### config.mk
export PLATFORM = sky130hd
export DESIGN_NAME = wh_link_sender
export DESIGN_NICKNAME = d
export VERILOG_FILES = /design/src/rtl/wh_link_pkg.sv /design/src/rtl/wh_credit_ctr.sv /design/src/rtl/wh_flit_launch.sv /design/src/rtl/wh_link_sender.sv
export SDC_FILE = /design/constraint.sdc
export NUM_CORES = 1
export LEC_CHECK = 0
export BUFFER_PORTS_ARGS = -buffer_cell sky130_fd_sc_hd__buf_2
export CAP_MARGIN = 10
export CELL_PAD_IN_SITES_DETAIL_PLACEMENT = 2
export CELL_PAD_IN_SITES_GLOBAL_PLACEMENT = 2
export CORE_ASPECT_RATIO = 0.7
export CORE_MARGIN = 2
export CORE_UTILIZATION = 29
export CTS_CLUSTER_DIAMETER = 80
export DETAILED_ROUTE_END_ITERATION = 10
export GPL_ROUTABILITY_DRIVEN = 0
export PLACE_DENSITY_LB_ADDON = 0.15
export RECOVER_POWER = 100
export REMOVE_ABC_BUFFERS = 1
export SLEW_MARGIN = 20
export SYNTH_ARGS = -nofsm -noshare
export SYNTH_HDL_FRONTEND = slang
export SYNTH_SLANG_ARGS = --single-unit
### constraint.sdc
create_clock -name clk -period 10.03 [get_ports clk]
set_clock_uncertainty 0.1 [all_clocks]
set_input_delay 1.003 -clock clk [delete_from_list [all_inputs] [get_ports clk]]
set_output_delay 1.003 -clock clk [all_outputs]
set_load 0.03 [all_outputs]
### src/rtl/wh_link_pkg.sv
package wh_link_pkg;

  localparam int KIND_W = 2;

  typedef enum logic [KIND_W-1:0] {
    KIND_BODY   = 2'b00,
    KIND_HEAD   = 2'b01,
    KIND_TAIL   = 2'b10,
    KIND_SINGLE = 2'b11
  } flit_kind_e;

endpackage

### src/rtl/wh_credit_ctr.sv
module wh_credit_ctr #(
  parameter int DEPTH = 4,
  parameter int CW    = $clog2(DEPTH + 1)
) (
  input  logic          clk,
  input  logic          rst,
  input  logic          take,
  input  logic          give,
  output logic [CW-1:0] count,
  output logic          nonzero
);

  localparam logic [CW-1:0] FULL = CW'(DEPTH);

  logic [CW-1:0] count_nxt;

  always_comb begin
    count_nxt = count;
    if (take && !give) begin
      count_nxt = count - 1'b1;
    end else if (give && !take) begin
      count_nxt = count + 1'b1;
    end
  end

  always_ff @(posedge clk) begin
    if (rst) begin
      count   <= FULL;
      nonzero <= (DEPTH != 0);
    end else begin
      count   <= count_nxt;
      nonzero <= (count_nxt != '0);
    end
  end

endmodule

### src/rtl/wh_flit_launch.sv
module wh_flit_launch
  import wh_link_pkg::*;
#(
  parameter int W = 128
) (
  input  logic              clk,
  input  logic              rst,
  input  logic              load,
  input  logic [KIND_W-1:0] kind_in,
  input  logic [W-1:0]      data_in,
  output logic              valid_out,
  output logic [KIND_W-1:0] kind_out,
  output logic [W-1:0]      data_out
);

  flit_kind_e kind_q;

  always_ff @(posedge clk) begin
    if (rst) begin
      valid_out <= 1'b0;
    end else begin
      valid_out <= load;
    end
  end

  always_ff @(posedge clk) begin
    if (load) begin
      kind_q   <= flit_kind_e'(kind_in);
      data_out <= data_in;
    end
  end

  assign kind_out = kind_q;

endmodule

### src/rtl/wh_link_sender.sv
module wh_link_sender
  import wh_link_pkg::*;
#(
  parameter int FLIT_W     = 128,
  parameter int CRED_DEPTH = 4
) (
  input  logic                              clk,
  input  logic                              rst,
  input  logic                              up_valid_i,
  output logic                              up_ready_o,
  input  logic [KIND_W-1:0]                 up_kind_i,
  input  logic [FLIT_W-1:0]                 up_data_i,
  output logic                              flit_valid_o,
  output logic [KIND_W-1:0]                 flit_kind_o,
  output logic [FLIT_W-1:0]                 flit_data_o,
  input  logic                              credit_i,
  output logic [$clog2(CRED_DEPTH+1)-1:0]   credits_o
);

  localparam int CNT_W = $clog2(CRED_DEPTH + 1);

  logic have_credit;
  logic accept;

  assign up_ready_o = have_credit;
  assign accept     = up_valid_i && have_credit;

  wh_credit_ctr #(
    .DEPTH (CRED_DEPTH),
    .CW    (CNT_W)
  ) credit_i0 (
    .clk     (clk),
    .rst     (rst),
    .take    (accept),
    .give    (credit_i),
    .count   (credits_o),
    .nonzero (have_credit)
  );

  wh_flit_launch #(
    .W (FLIT_W)
  ) launch_i0 (
    .clk       (clk),
    .rst       (rst),
    .load      (accept),
    .kind_in   (up_kind_i),
    .data_in   (up_data_i),
    .valid_out (flit_valid_o),
    .kind_out  (flit_kind_o),
    .data_out  (flit_data_o)
  );

endmodule

== Yosys cells after proc, flatten, opt, wreduce, memory -nomap -nowiden ==
Index checks and enable logic that the tools add are counted.
Widths: inputs -> output; s select.
Storage, ports and cells
  flip-flop bits (word level): 135
  input bits: 134
  output and inout port bits: 135
  word-level logic and storage cells: 15
Operators by class
  add/sub/neg operators: 2
  mux-type cells: 2
  reduce and logical (&&, ||, !) cells: 6
Operator list (number)
  $mux 3: 2
  $add 3x1->3 const B: 1
  $logic_and 1x1->1: 3
  $reduce_bool 3->1: 1
  $sub 3x1->3 const B: 1
  $logic_not 1->1: 2

== Depth between registers and ports, before layout ==
  word-level depth: 6
  depth in mapped cells: 5
  depth with buffers taken out: 5

== By module ==
A second synthesis with hierarchy kept.
Unflattened totals
  cell total of the unflattened synthesis: 163
  area total of the unflattened synthesis: 4224.1 um^2
By module, submodules not included
  wh_flit_launch: instances 1, cells an instance 132, area an instance 3937.5 um^2, sequential area each 3923.8 um^2
  wh_credit_ctr: instances 1, cells an instance 30, area an instance 280.3 um^2, sequential area each 80.1 um^2
  wh_link_sender: instances 1, cells an instance 1, area an instance 6.3 um^2, sequential area each 0.0 um^2

== Least setup slack after synthesis ==
OpenSTA, ideal clock, no wires.
  path type: input -> register
  start point: input up_valid_i
  end point: register launch_i0.data_out[0] (enable)
  setup time: 0.482 ns
  arrival time: 3.619 ns
  required time: 9.448 ns
  setup slack: 5.829 ns
  stages: 2
  path buffers: 0
  path through: nand2_1 -> inv_1
On the way
  longest elaborated chain between the ends: 1
Ends and longest elaborated chain
  start: declaration: line wh_link_sender.sv:9  | input logic up_valid_i,
  $logic_and 1x1->1: line wh_link_sender.sv:26  | assign accept = up_valid_i && have_credit;
  via accept: line wh_link_sender.sv:23  | logic accept;
  end signal: assignment: line wh_flit_launch.sv:29  | data_out <= data_in;
  end: declaration: line wh_flit_launch.sv:13  | output logic [W-1:0] data_out
The timed path passes the listed nets, and every way through them passes these cells.
A chain may end at the register's enable or synchronous reset.

== Final worst setup path ==
  start point: input up_valid_i
  end point: register launch_i0.data_out[4] (enable)
The elaborated chain is that of the path after synthesis.

==> impl_metrics.py <==
metrics = {
    "status": {
        "status": "finished, violations left",
        "violations": "capacitance limit, slew limit",
    },
    "clock_tree": {
        "cts_tree": "done",
        "clock_path_buffers": 2,
        "numCtsBuffers": 17,
        "cts.clk_slew.worst_paths_ns": 0.06,
        "clock_sinks": 135,
        "root_buffer": "clkbuf_16",
        "cts_setup_buffers": 0,
        "h-tree-depth": 4,
        "cts_hold_buf": 0,
        "clk_latency_ns": 0.40,
        "ctsResizeCount": 0,
    },
    "global_routing": {
        "gr-usage-met1_pct": 16.5,
        "grt_busiest_layer": "met2",
        "grt_pass1_vias": 3052,
        "globalRouteOverflowTotal": 0,
        "grt.total_usage_pct": 16.6,
        "grt_pass1_wl_um": 18400,
        "use_met2_pct": 28.8,
        "grt_antenna_before_repair": 2,
        "grt_max_degree": 58,
        "grtUsageMet3_pct": 10.4,
    },
    "timing": {
        "relSlewSlack_pct": -53.2,
        "period_share_pct": 43.1,
        "setup_viol": 0,
        "final_hold_viol_count": 0,
        "fmax_ghz": 0.231,
        "finalWorstSetupSlack_ns": 5.71,
        "period_minus_slack_ns": 4.32,
        "worst-slew-pin-transition_ns": 2.30,
        "rsz0062_at_grt": "false",
        "setup_tns_ns": 0,
        "slew_violations": 76,
    },
    "synthesis": {
        "ys_seq_area_share_pct": 96.2,
        "syn_area_sq_um": 4160,
        "synthTopCellsByArea": "edfxtp_1 94%, dfxtp_1 2.4%, ha_1 0.60%, and3b_4 0.30%, inv_1 0.27%",
        "synth_warnings": 0,
        "synthCells": 158,
        "ys_ff_latch": 135,
        "yosys.area.top_type": "edfxtp_1",
        "avgSynthCellArea_sq_um": 26.3,
        "synth_top_area_share_pct": 93.8,
        "ys_types": 19,
    },
    "placed_design": {
        "dp_hpwl_um": 9390,
        "dp.cells": 618,
        "pre_cts_ws_ns": 7.02,
        "io_buffers": 268,
    },
    "die": {
        "core_sq_um": 14000,
        "die_height_um": 104,
        "io_pins": 269,
        "die_x_um": 147,
        "placementRows": 36,
        "initial_core_util_pct": 29.8,
        "dieArea_sq_um": 15300,
    },
    "hold_path": {
        "hp-class": "flop to flop",
    },
    "finish": {
        "register_area_sq_um": 4000,
        "diodes": 0,
        "fin_nets": 583,
        "n_fill_cell": 1469,
        "final_cell_mix": "144 x clkbuf_1, 130 x edfxtp_1, 125 x buf_2, 17 x clkbuf_16, 5 x dfxtp_1",
        "drive_above_1_share_pct": 34.8,
        "area_growth_pct": 48.9,
        "final_common_cell": "clkbuf_1",
        "multiInputGateArea_sq_um": 145,
        "fin_cells": 650,
    },
    "critical_path": {
        "cp_slowest_cell": "clkbuf_1",
        "end_kind": "flop",
        "path_cells": "clkbuf_1 -> nand2_1 -> clkinvlp_2 -> clkbuf_1 -> buf_16",
        "path_buf_inv": 4,
        "crit_top_cell": "clkbuf_1",
        "cp_max_fo": 57,
        "cp_top_family": "buffers and inverters",
        "crit_required_ns": 10.02,
        "crit_arrival_ns": 4.31,
        "worst_path_largest_cell_delay_ns": 1.71,
        "start_kind": "input port",
        "critPathKind": "input port to flop",
    },
    "drt": {
        "drc": 0,
        "via_per_inst": 4.20,
        "drt_iter0_drc": 130,
        "num_vias": 2731,
        "ant_nets": 0,
        "dr.pass1.iters": 4,
        "wl_per_cell_um": 19.3,
        "wl_um": 12500,
    },
    "power": {
        "power_w": 0.00152,
        "power_frac_clock_pct": 41.9,
        "power_switching_w": 0.000406,
        "p_per_area_nw_per_um2": 245,
        "p_int_w": 0.00111,
        "p_comb_share_pct": 12.6,
        "seq_power_share_pct": 45.6,
        "p_leak_nw": 2.33,
        "sw_frac_of_total_pct": 26.8,
        "ir_drop_mv": 0.121,
    },
    "flow_run": {
        "maxCapViolCount": 2,
    },
}
## worst reg2reg max path: stages (launching register included)
cell and delay, ns:
dfxtp_1 0.37, nand2_1 0.13, clkinvlp_2 0.95, clkbuf_1 1.71, buf_16 0.35
## kinds of logic (layout without fill, tap and decap cells)
| logic type | Yosys count | after routing | synth area share (%) |
|---|---|---|---|
| adder cells (fa/ha/maj) | 2 | 2 | 0.601 |
| XOR/XNOR | 2 | 2 | 0.421 |
| AO/OA/AOI/OAI | 6 | 6 | 1.08 |
| buffers and inverters | 3 | 305 | 0.271 |
| AND/OR/NAND/NOR | 10 | 10 | 1.38 |
| flip-flops | 135 | 135 | 96.2 |
## path summary, 6_finish.rpt
| check | cells past startpoint | startpoint | to | slack (ns) |
|---|---|---|---|---|
| hold reg to reg | 2 | credit_i0.count[2] | credit_i0.count[2] | 0.43 |
| setup / recovery | 5 | up_valid_i | launch_i0.data_out[4] | 5.71 |
| setup reg to reg | 4 | credit_i0.nonzero | launch_i0.data_out[4] | 6.06 |
| hold / removal | 2 | credit_i0.count[2] | credit_i0.count[2] | 0.43 |
## flip-flops by register name, indices dropped and copies added, names as in the netlist
name,flops
credit_i0.count,3
credit_i0.nonzero,1
launch_i0.data_out,128
launch_i0.kind_out,2
launch_i0.valid_out,1
## synth_stat cells, drive strengths merged
library cell and number:
a22oi 1, edfxtp 130, a211oi 1, ha 2, nand2 2, o21ai 1, and3b 1, inv 3
a311oi 1, nand2b 1, o311ai 1, a21boi 1, nor2 3, nand3 1, nand3b 1, xor2 1
or4 1, dfxtp 5, xnor2 1
## layer usage
layer	up-vias	share of wire [%]
li1	1218	-
met1	1319	35
met2	175	51
met3	15	12
met4	4	1.1
met5	-	0.22
## final cells by class
cell class,instances,area share [%]
clock buffers,17,6.87
well taps,190,3.84
inverters,3,0.202
repair buffers,270,19.3
flip-flops and latches,135,64.6
clock inverters,15,2.85
multi-input cells,20,2.34
## stage by stage
step | hold slack (ns) | utilization [%] | area (sq um)
after global placement | 0.398 | 41.2 | 5750
after floorplan | 0.537 | - | 4160
final | 0.426 | 44.4 | 6190
after detailed placement | 0.405 | 41.4 | 5780
after global routing | 0.476 | 44.4 | 6190
after CTS | 0.426 | 45.7 | 6380
## power groups by stage
stage	registers, W	logic, W	clock network, W
3_3_place_gp	0.000699	0.000199	0
4_1_cts	0.000690	0.000207	0.000657
2_1_floorplan	0.000797	0.0000271	0
5_1_grt	0.000697	0.000202	0.000679
6_report	0.000692	0.000191	0.000636
3_5_place_dp	0.000701	0.000206	0
Note: power is estimated with default switching activity, not from simulation.
